## src/rtl/pwm_bank_pkg.sv

```systemverilog
package pwm_bank_pkg;

    localparam int PRE_W    = 8;
    localparam int MOD_W    = 8;
    localparam int DUTY_W   = 16;
    localparam int DATA_W   = 32;
    localparam int CH_SHIFT = 5;

    localparam logic [CH_SHIFT-1:0] OFS_PRE  = 5'h00;
    localparam logic [CH_SHIFT-1:0] OFS_MOD  = 5'h04;
    localparam logic [CH_SHIFT-1:0] OFS_DUTY = 5'h08;
    localparam logic [CH_SHIFT-1:0] OFS_EN   = 5'h18;

    typedef enum logic [1:0] {
        ST_OFF  = 2'd0,
        ST_RUN  = 2'd1,
        ST_PEND = 2'd2
    } chan_state_e;

endpackage

```

## src/rtl/pwm_regdec.sv

```systemverilog
module pwm_regdec
    import pwm_bank_pkg::*;
#(
    parameter int NUM_CH = 4,
    parameter int AW     = 7
) (
    input  logic                           reg_wr,
    input  logic [AW-1:0]                  reg_addr,
    output logic [NUM_CH-1:0]              wr_pre,
    output logic [NUM_CH-1:0]              wr_mod,
    output logic [NUM_CH-1:0]              wr_duty,
    output logic [NUM_CH-1:0]              wr_en,
    input  logic [NUM_CH-1:0][PRE_W-1:0]   rd_pre,
    input  logic [NUM_CH-1:0][MOD_W-1:0]   rd_mod,
    input  logic [NUM_CH-1:0][DUTY_W-1:0]  rd_duty,
    input  logic [NUM_CH-1:0]              rd_en,
    output logic [DATA_W-1:0]              reg_rdata
);

    localparam int IDX_W = AW - CH_SHIFT;

    logic [IDX_W-1:0]    ch_idx;
    logic [CH_SHIFT-1:0] ofs;

    assign ch_idx = reg_addr[AW-1:CH_SHIFT];
    assign ofs    = reg_addr[CH_SHIFT-1:0];

    for (genvar k = 0; k < NUM_CH; k++) begin : g_dec
        logic hit;
        assign hit        = reg_wr && (ch_idx == IDX_W'(k));
        assign wr_pre[k]  = hit && (ofs == OFS_PRE);
        assign wr_mod[k]  = hit && (ofs == OFS_MOD);
        assign wr_duty[k] = hit && (ofs == OFS_DUTY);
        assign wr_en[k]   = hit && (ofs == OFS_EN);
    end

    always_comb begin
        reg_rdata = '0;
        for (int k = 0; k < NUM_CH; k++) begin
            if (ch_idx == IDX_W'(k)) begin
                case (ofs)
                    OFS_PRE:  reg_rdata = DATA_W'(rd_pre[k]);
                    OFS_MOD:  reg_rdata = DATA_W'(rd_mod[k]);
                    OFS_DUTY: reg_rdata = DATA_W'(rd_duty[k]);
                    OFS_EN:   reg_rdata = DATA_W'(rd_en[k]);
                    default:  reg_rdata = '0;
                endcase
            end
        end
    end

endmodule

```

## src/rtl/pwm_chan.sv

```systemverilog
module pwm_chan
    import pwm_bank_pkg::*;
(
    input  logic              clk,
    input  logic              rst_n,
    input  logic              wr_pre,
    input  logic              wr_mod,
    input  logic              wr_duty,
    input  logic              wr_en,
    input  logic [PRE_W-1:0]  wdata_pre,
    input  logic [MOD_W-1:0]  wdata_mod,
    input  logic [DUTY_W-1:0] wdata_duty,
    input  logic              wdata_en,
    output logic [PRE_W-1:0]  rd_pre,
    output logic [MOD_W-1:0]  rd_mod,
    output logic [DUTY_W-1:0] rd_duty,
    output logic              rd_en,
    output logic              pwm,
    output logic              running,
    output logic              at_start
);

    chan_state_e state_q, state_d;

    // staged (software-visible) settings
    logic [PRE_W-1:0]  stg_pre;
    logic [MOD_W-1:0]  stg_mod;
    logic [DUTY_W-1:0] stg_duty;

    // settings in force on the output
    logic [PRE_W-1:0]  act_pre;
    logic [MOD_W-1:0]  act_mod;
    logic [DUTY_W-1:0] act_duty;

    logic [PRE_W-1:0]  pre_cnt;
    logic [MOD_W-1:0]  mod_cnt;
    logic              tick, last_step, period_end;

    assign tick       = (pre_cnt == act_pre);
    assign last_step  = ({1'b0, mod_cnt} + (MOD_W+1)'(1)) >= {1'b0, act_mod};
    assign period_end = (state_q != ST_OFF) && tick && last_step;

    // next-state logic
    always_comb begin
        state_d = state_q;
        unique case (state_q)
            ST_OFF: begin
                if (wr_en && wdata_en) state_d = ST_RUN;          // start
            end
            ST_RUN: begin
                if (wr_en && !wdata_en) state_d = ST_OFF;         // stop
                else if (wr_duty)       state_d = ST_PEND;        // stage
            end
            ST_PEND: begin
                if (wr_en && !wdata_en) state_d = ST_OFF;         // stop
                else if (period_end && !wr_duty) state_d = ST_RUN; // apply
            end
            default: state_d = ST_OFF;
        endcase
    end

    // state register
    always_ff @(posedge clk or negedge rst_n) begin
        if (!rst_n) state_q <= ST_OFF;
        else        state_q <= state_d;
    end

    // staged register file
    always_ff @(posedge clk or negedge rst_n) begin
        if (!rst_n) begin
            stg_pre  <= '0;
            stg_mod  <= '0;
            stg_duty <= '0;
        end else begin
            if (wr_pre)  stg_pre  <= wdata_pre;
            if (wr_mod)  stg_mod  <= wdata_mod;
            if (wr_duty) stg_duty <= wdata_duty;
        end
    end

    // outputs: active settings and counters
    always_ff @(posedge clk or negedge rst_n) begin
        if (!rst_n) begin
            act_pre  <= '0;
            act_mod  <= '0;
            act_duty <= '0;
            pre_cnt  <= '0;
            mod_cnt  <= '0;
        end else begin
            if (state_q == ST_OFF && wr_duty) begin
                act_pre  <= stg_pre;
                act_mod  <= stg_mod;
                act_duty <= wdata_duty;
            end else if (state_q == ST_PEND && period_end) begin
                act_pre  <= stg_pre;
                act_mod  <= stg_mod;
                act_duty <= stg_duty;
            end

            if (state_q == ST_OFF || state_d == ST_OFF || period_end) begin
                pre_cnt <= '0;
                mod_cnt <= '0;
            end else if (tick) begin
                pre_cnt <= '0;
                mod_cnt <= mod_cnt + MOD_W'(1);
            end else begin
                pre_cnt <= pre_cnt + PRE_W'(1);
            end
        end
    end

    assign running  = (state_q != ST_OFF);
    assign at_start = running && (pre_cnt == '0) && (mod_cnt == '0);
    assign pwm      = running && (DUTY_W'(mod_cnt) < act_duty);

    assign rd_pre  = stg_pre;
    assign rd_mod  = stg_mod;
    assign rd_duty = stg_duty;
    assign rd_en   = running;

endmodule

```

## src/rtl/pwm_bank.sv

```systemverilog
module pwm_bank
    import pwm_bank_pkg::*;
#(
    parameter  int NUM_CH = 4,
    localparam int IDX_W  = (NUM_CH > 1) ? $clog2(NUM_CH) : 1,
    localparam int AW     = CH_SHIFT + IDX_W
) (
    input  logic              clk,
    input  logic              rst_n,
    input  logic              reg_wr,
    input  logic [AW-1:0]     reg_addr,
    input  logic [DATA_W-1:0] reg_wdata,
    output logic [DATA_W-1:0] reg_rdata,
    output logic [NUM_CH-1:0] pwm_out
);

    logic [NUM_CH-1:0]             wr_pre, wr_mod, wr_duty, wr_en;
    logic [NUM_CH-1:0][PRE_W-1:0]  rd_pre;
    logic [NUM_CH-1:0][MOD_W-1:0]  rd_mod;
    logic [NUM_CH-1:0][DUTY_W-1:0] rd_duty;
    logic [NUM_CH-1:0]             rd_en;
    logic [NUM_CH-1:0]             run_vec, start_vec;
    logic                          wdata_unused_hi;

    assign wdata_unused_hi = ^reg_wdata[DATA_W-1:DUTY_W];

    pwm_regdec #(.NUM_CH(NUM_CH), .AW(AW)) u_dec (
        .reg_wr    (reg_wr),
        .reg_addr  (reg_addr),
        .wr_pre    (wr_pre),
        .wr_mod    (wr_mod),
        .wr_duty   (wr_duty),
        .wr_en     (wr_en),
        .rd_pre    (rd_pre),
        .rd_mod    (rd_mod),
        .rd_duty   (rd_duty),
        .rd_en     (rd_en),
        .reg_rdata (reg_rdata)
    );

    for (genvar k = 0; k < NUM_CH; k++) begin : g_ch
        pwm_chan u_chan (
            .clk        (clk),
            .rst_n      (rst_n),
            .wr_pre     (wr_pre[k]),
            .wr_mod     (wr_mod[k]),
            .wr_duty    (wr_duty[k]),
            .wr_en      (wr_en[k]),
            .wdata_pre  (reg_wdata[PRE_W-1:0]),
            .wdata_mod  (reg_wdata[MOD_W-1:0]),
            .wdata_duty (reg_wdata[DUTY_W-1:0]),
            .wdata_en   (reg_wdata[0]),
            .rd_pre     (rd_pre[k]),
            .rd_mod     (rd_mod[k]),
            .rd_duty    (rd_duty[k]),
            .rd_en      (rd_en[k]),
            .pwm        (pwm_out[k]),
            .running    (run_vec[k]),
            .at_start   (start_vec[k])
        );
    end

endmodule

```

## config.mk

```make
export PLATFORM = sky130hd
export DESIGN_NAME = pwm_bank
export DESIGN_NICKNAME = d
export VERILOG_FILES = /design/src/rtl/pwm_bank_pkg.sv /design/src/rtl/pwm_regdec.sv /design/src/rtl/pwm_chan.sv /design/src/rtl/pwm_bank.sv
export SDC_FILE = /design/constraint.sdc
export NUM_CORES = 1
export LEC_CHECK = 0
export CAP_MARGIN = 30
export CORE_MARGIN = 2
export CORE_UTILIZATION = 30
export CTS_BUF_LIST = sky130_fd_sc_hd__clkbuf_4 sky130_fd_sc_hd__clkbuf_8 sky130_fd_sc_hd__clkbuf_16
export DETAILED_ROUTE_END_ITERATION = 8
export MAX_ROUTING_LAYER = met4
export PLACE_DENSITY = 0.58
export SYNTH_ARGS = -nofsm -noshare
export SYNTH_HDL_FRONTEND = slang
export SYNTH_SLANG_ARGS = --single-unit
```

## constraint.sdc

```tcl
create_clock -name clk -period 3.3 [get_ports clk]
set_clock_uncertainty 0.05 [all_clocks]
set_input_delay 0.33 -clock clk [delete_from_list [all_inputs] [get_ports clk]]
set_output_delay 0.33 -clock clk [all_outputs]
set_load 0.02 [all_outputs]
```

==> summary.md <==
| Metric | Value |
|---|---|
| Insertion delay of the later-clocked pin in the worst-skew pair | roughly 0.54 ns |
| Detailed-route via count | between 10000 and 15000 |
| First-pass GRT wire length | between 70000 and 80000 µm |
| Placed cells | 2265 |
| Highest-count cells in the layout ignoring fill and taps | sky130_fd_sc_hd__dfrtp_1 (326), sky130_fd_sc_hd__mux2_2 (191), sky130_fd_sc_hd__nor2_1 (117) |
| Layout fillers | ~5500 |
| Longest Clk Path Bufs | 3 |
| Biggest cell delay along the critical path | roughly 0.47 ns |
| End of the worst register-to-register path | g_ch[2].u_chan.act_pre[2] |
| Logic depth of the worst register-to-register path | 12 |
| Gate count of the mapped netlist | between 1000 and 1500 |
| Share of the core filled with cells | 0.360 |
| Most frequent cell on the critical path | sky130_fd_sc_hd__buf_4 |
| Number of design-rule violations left by the first detailed-router iteration | 826 |
| Routability congestion estimate from global placement | between 0.8 and 0.9 |
| Most common cell after layout, fill and taps aside | sky130_fd_sc_hd__dfrtp_1 |
| Slowest CP cell | sky130_fd_sc_hd__clkdlybuf4s50_1 |
| Clock period minus final worst setup slack | roughly 3.1 ns |
| Top achievable clock speed | roughly 0.32 GHz |
| WP data arrival | roughly 2.8 ns |
| Path type of the worst min-delay path | in -> async |
| Post-synthesis cell type count | between 70 and 80 |
| Worst-path cell chain | clkdlybuf4s50_1, or3b_4, nor3_4, buf_12, buf_4, a221oi_1, nor2_1, a21oi_1, nor4_1, buf_4, buf_4 |
| Slew margin rel. | 0.289 |
| Clock-pin slew reported for the worst setup and hold paths after clock tree synthesis | 0.06 ns |
| Startpoint of the worst-slack reg-to-reg timing path | g_ch[2].u_chan.mod_cnt[2] |
| Overall power consumption | about 10 mW |
| Register-to-register setup slack | 0.20 ns |
| Area used by sequential logic in the layout | between 8000 and 9000 µm² |
| P&R area growth vs syn | 18.1% |
| Power density over the cells | 513 nW/µm² |
| Worst vdd ir | 0.285 mV |
| Row Count | 86 |
| Detailed placer's ending HPWL | about 33000 µm |
| TritonCTS clock tree | built |
| First-pass DRT Iterations | 6 |
| # H-tree levels | 2 |
| Unrepaired setup endpoints after global routing | no |
| Width of the chip | around 240 µm |
| Count of final max-slew check failures | 0 |
| Critical-path maximum fanout | 17 |
| Final Cell Area | 19900 µm² |
| Startpoint type of the worst setup path | input port |
| Placement Cell Area | about 19000 µm² |
| Tcrit/Tclk final | 0.948 |
| Effective utilization at floorplan | 0.305 |
| Sequential element share of the synthesized area | 0.487 |
| Run status | completed |
| Dominant register cell in the synthesized netlist | sky130_fd_sc_hd__dfrtp_1 |
| Maximum capacitance violations | 0 |
| CTS sink cnt | around 330 |
| WL per Instance | between 15 and 20 µm |
| Die outline area | about 58000 µm² |
| Diode insertion count for antenna repair | 0 |
| TritonCTS buffer count | 37 |
| Fraction of final layout cells sized beyond drive strength 1 | 0.252 |
| Via-to-Cell Ratio | approximately 5 |
| Yosys synthesis warning count | 0 |
| Mapped Area | about 17000 µm² |
| Overflow left after global routing | 0 |
| Total of flip-flops plus latches after synthesis | ~330 |
| CTS Root Cell | sky130_fd_sc_hd__clkbuf_16 |
| Global routing usage summed across all routing layers | 0.162 |
| Post-synth ARST share | 1.00 |
| Residual DRC count | 0 |
| Endpoint required time on the critical path | a little under 3 ns |
| Final wirelength | 45000 µm |
| Worst slew pin tran | ~1.1 ns |
| Hold Violations, Final | 0 |
| Leakage power | 9.35 nW |
| Area used by multi-input combinational logic | 8070 µm² |
| TNS Setup | 0 ns |
| Total core area | around 55000 µm² |
| Layout net count | between 1500 and 2000 |
| Number of global-route vias before repair | roughly 12000 |
| Number of input and output port buffers inserted | between 40 and 50 |
| Worst Path Class, Setup | in -> out |
| Count of boundary I/O pins | 78 |
| Die Span Y | around 240 µm |
| Initial antenna violation count | 0 |
| Filler-free cell count of the finished design | ~2300 |
| Post-synth EDFFs | 0 |
| Type of destination of the critical path | output pin |
| Setup Viol. Count Final | 0 |
| Largest net degree at the start of global routing | between 80 and 90 |
| Number of routed nets with antenna violations | 0 |
| Average cell area after synthesis | around 12 µm² |
repair_timing:
action | CTS | global route
hold buffers | 1 | 0
setup endpoints to repair | 7 | 76
endpoints found under the hold margin | 79 | 0
gates resized for setup | 9 | 21
setup buffers | 0 | 5
pin swaps | 2 | 7
critical path: cells and delay by family:
| kind | cells | cell delay (ns) |
|---|---|---|
| AOI/OAI and AO/OA | 2 | 0.21 |
| buffers and inverters | 5 | 1.17 |
| and+or+nand+nor | 4 | 1.03 |
metrics by stage:
step | hold WS, ns | worst slack (ns)
global placement | 0.353 | -0.468
CTS | 0.358 | 0.0154
floorplan | -0.0156 | 0.129
detailed placement | 0.348 | -0.456
global route | 0.390 | 0.00518
finish | 0.331 | 0.172
synthesized netlist by cell type, types with 8 or more instances:
master	instances	area [µm²]
sky130_fd_sc_hd__a21o_1	13	97.6
sky130_fd_sc_hd__a21oi_1	51	255
sky130_fd_sc_hd__o22ai_1	13	81.3
sky130_fd_sc_hd__xor2_1	69	604
sky130_fd_sc_hd__xnor2_1	38	333
sky130_fd_sc_hd__inv_1	66	248
sky130_fd_sc_hd__a31oi_1	14	87.6
sky130_fd_sc_hd__o22a_1	22	193
sky130_fd_sc_hd__mux2_2	191	2150
sky130_fd_sc_hd__buf_2	20	100
sky130_fd_sc_hd__buf_4	26	195
sky130_fd_sc_hd__dfrtp_1	328	8210
sky130_fd_sc_hd__mux2i_1	19	190
sky130_fd_sc_hd__a211oi_1	19	143
sky130_fd_sc_hd__mux4_2	8	180
sky130_fd_sc_hd__clkbuf_1	20	75.1
sky130_fd_sc_hd__nand2_2	8	50.1
sky130_fd_sc_hd__nand2_1	51	191
sky130_fd_sc_hd__nor2_1	119	447
sky130_fd_sc_hd__o21a_1	29	218
sky130_fd_sc_hd__nand2b_1	27	169
sky130_fd_sc_hd__o21ai_0	22	110
sky130_fd_sc_hd__nor3_1	11	55.1
sky130_fd_sc_hd__o32ai_1	9	78.8
sky130_fd_sc_hd__a221o_1	18	180
sky130_fd_sc_hd__nand3_1	43	215
sky130_fd_sc_hd__and3_1	20	125
sky130_fd_sc_hd__nor4_1	20	125
sky130_fd_sc_hd__ha_1	68	851
flip-flops by register name, summed over array words and instances, names as in the netlist:
name,cells
g_ch.u_chan.rd_mod,32
g_ch.u_chan.rd_pre,32
g_ch.u_chan.act_pre,32
g_ch.u_chan.act_duty,64
g_ch.u_chan.mod_cnt,32
g_ch.u_chan.act_mod,32
g_ch.u_chan.state_q,8
g_ch.u_chan.rd_duty,64
g_ch.u_chan.pre_cnt,32
per-layer routing:
layer	global-route usage	share of wire
met1	0.212	0.45
met2	0.256	0.46
met3	0.0289	0.055
met4	0.0533	0.028
met5	-	0
layout make-up:
type	count	area share
clock buffers	49	0.0540
multi-input cells	1002	0.405
repair buffers	127	0.0613
inverters	66	0.0124
flip-flops and latches	328	0.412
clock inverters	11	0.00735
well taps	748	0.0470
report_power, final:
group | internal, mW | switching [mW]
sequential | 4.28 | 0.275
clock | 2.52 | 1.67
combinational | 0.601 | 0.865
total | 7.41 | 2.80
worst max path at each step:
stage	startpoint	end	slack (ns)	cells past startpoint
2_1_floorplan	g_ch[0].u_chan.mod_cnt[0]	g_ch[0].u_chan.act_mod[0]	0.13	11
3_3_place_gp	reg_addr[4]	reg_rdata[4]	-0.47	9
3_5_place_dp	reg_addr[4]	reg_rdata[4]	-0.46	9
4_1_cts	reg_addr[4]	reg_rdata[4]	0.02	9
5_1_grt	g_ch[0].u_chan.mod_cnt[0]	g_ch[0].u_chan.act_mod[7]	0.005	12
6_report	reg_addr[0]	reg_rdata[1]	0.17	11
logic make-up (layout without fill, tap and decap cells):
kind of cell / count (synthesis) / count (layout) / synth area share
buf+inv: 141 / 253 / 0.0418
mux: 219 / 219 / 0.150
xor+xnor: 107 / 107 / 0.0556
compound gates: 264 / 264 / 0.117
simple gates: 328 / 328 / 0.0979
flops: 328 / 328 / 0.487
fa+ha+maj: 68 / 68 / 0.0505
other cells: 1 / 16 / 0.000222
Note: power is estimated with default switching activity, not from simulation.
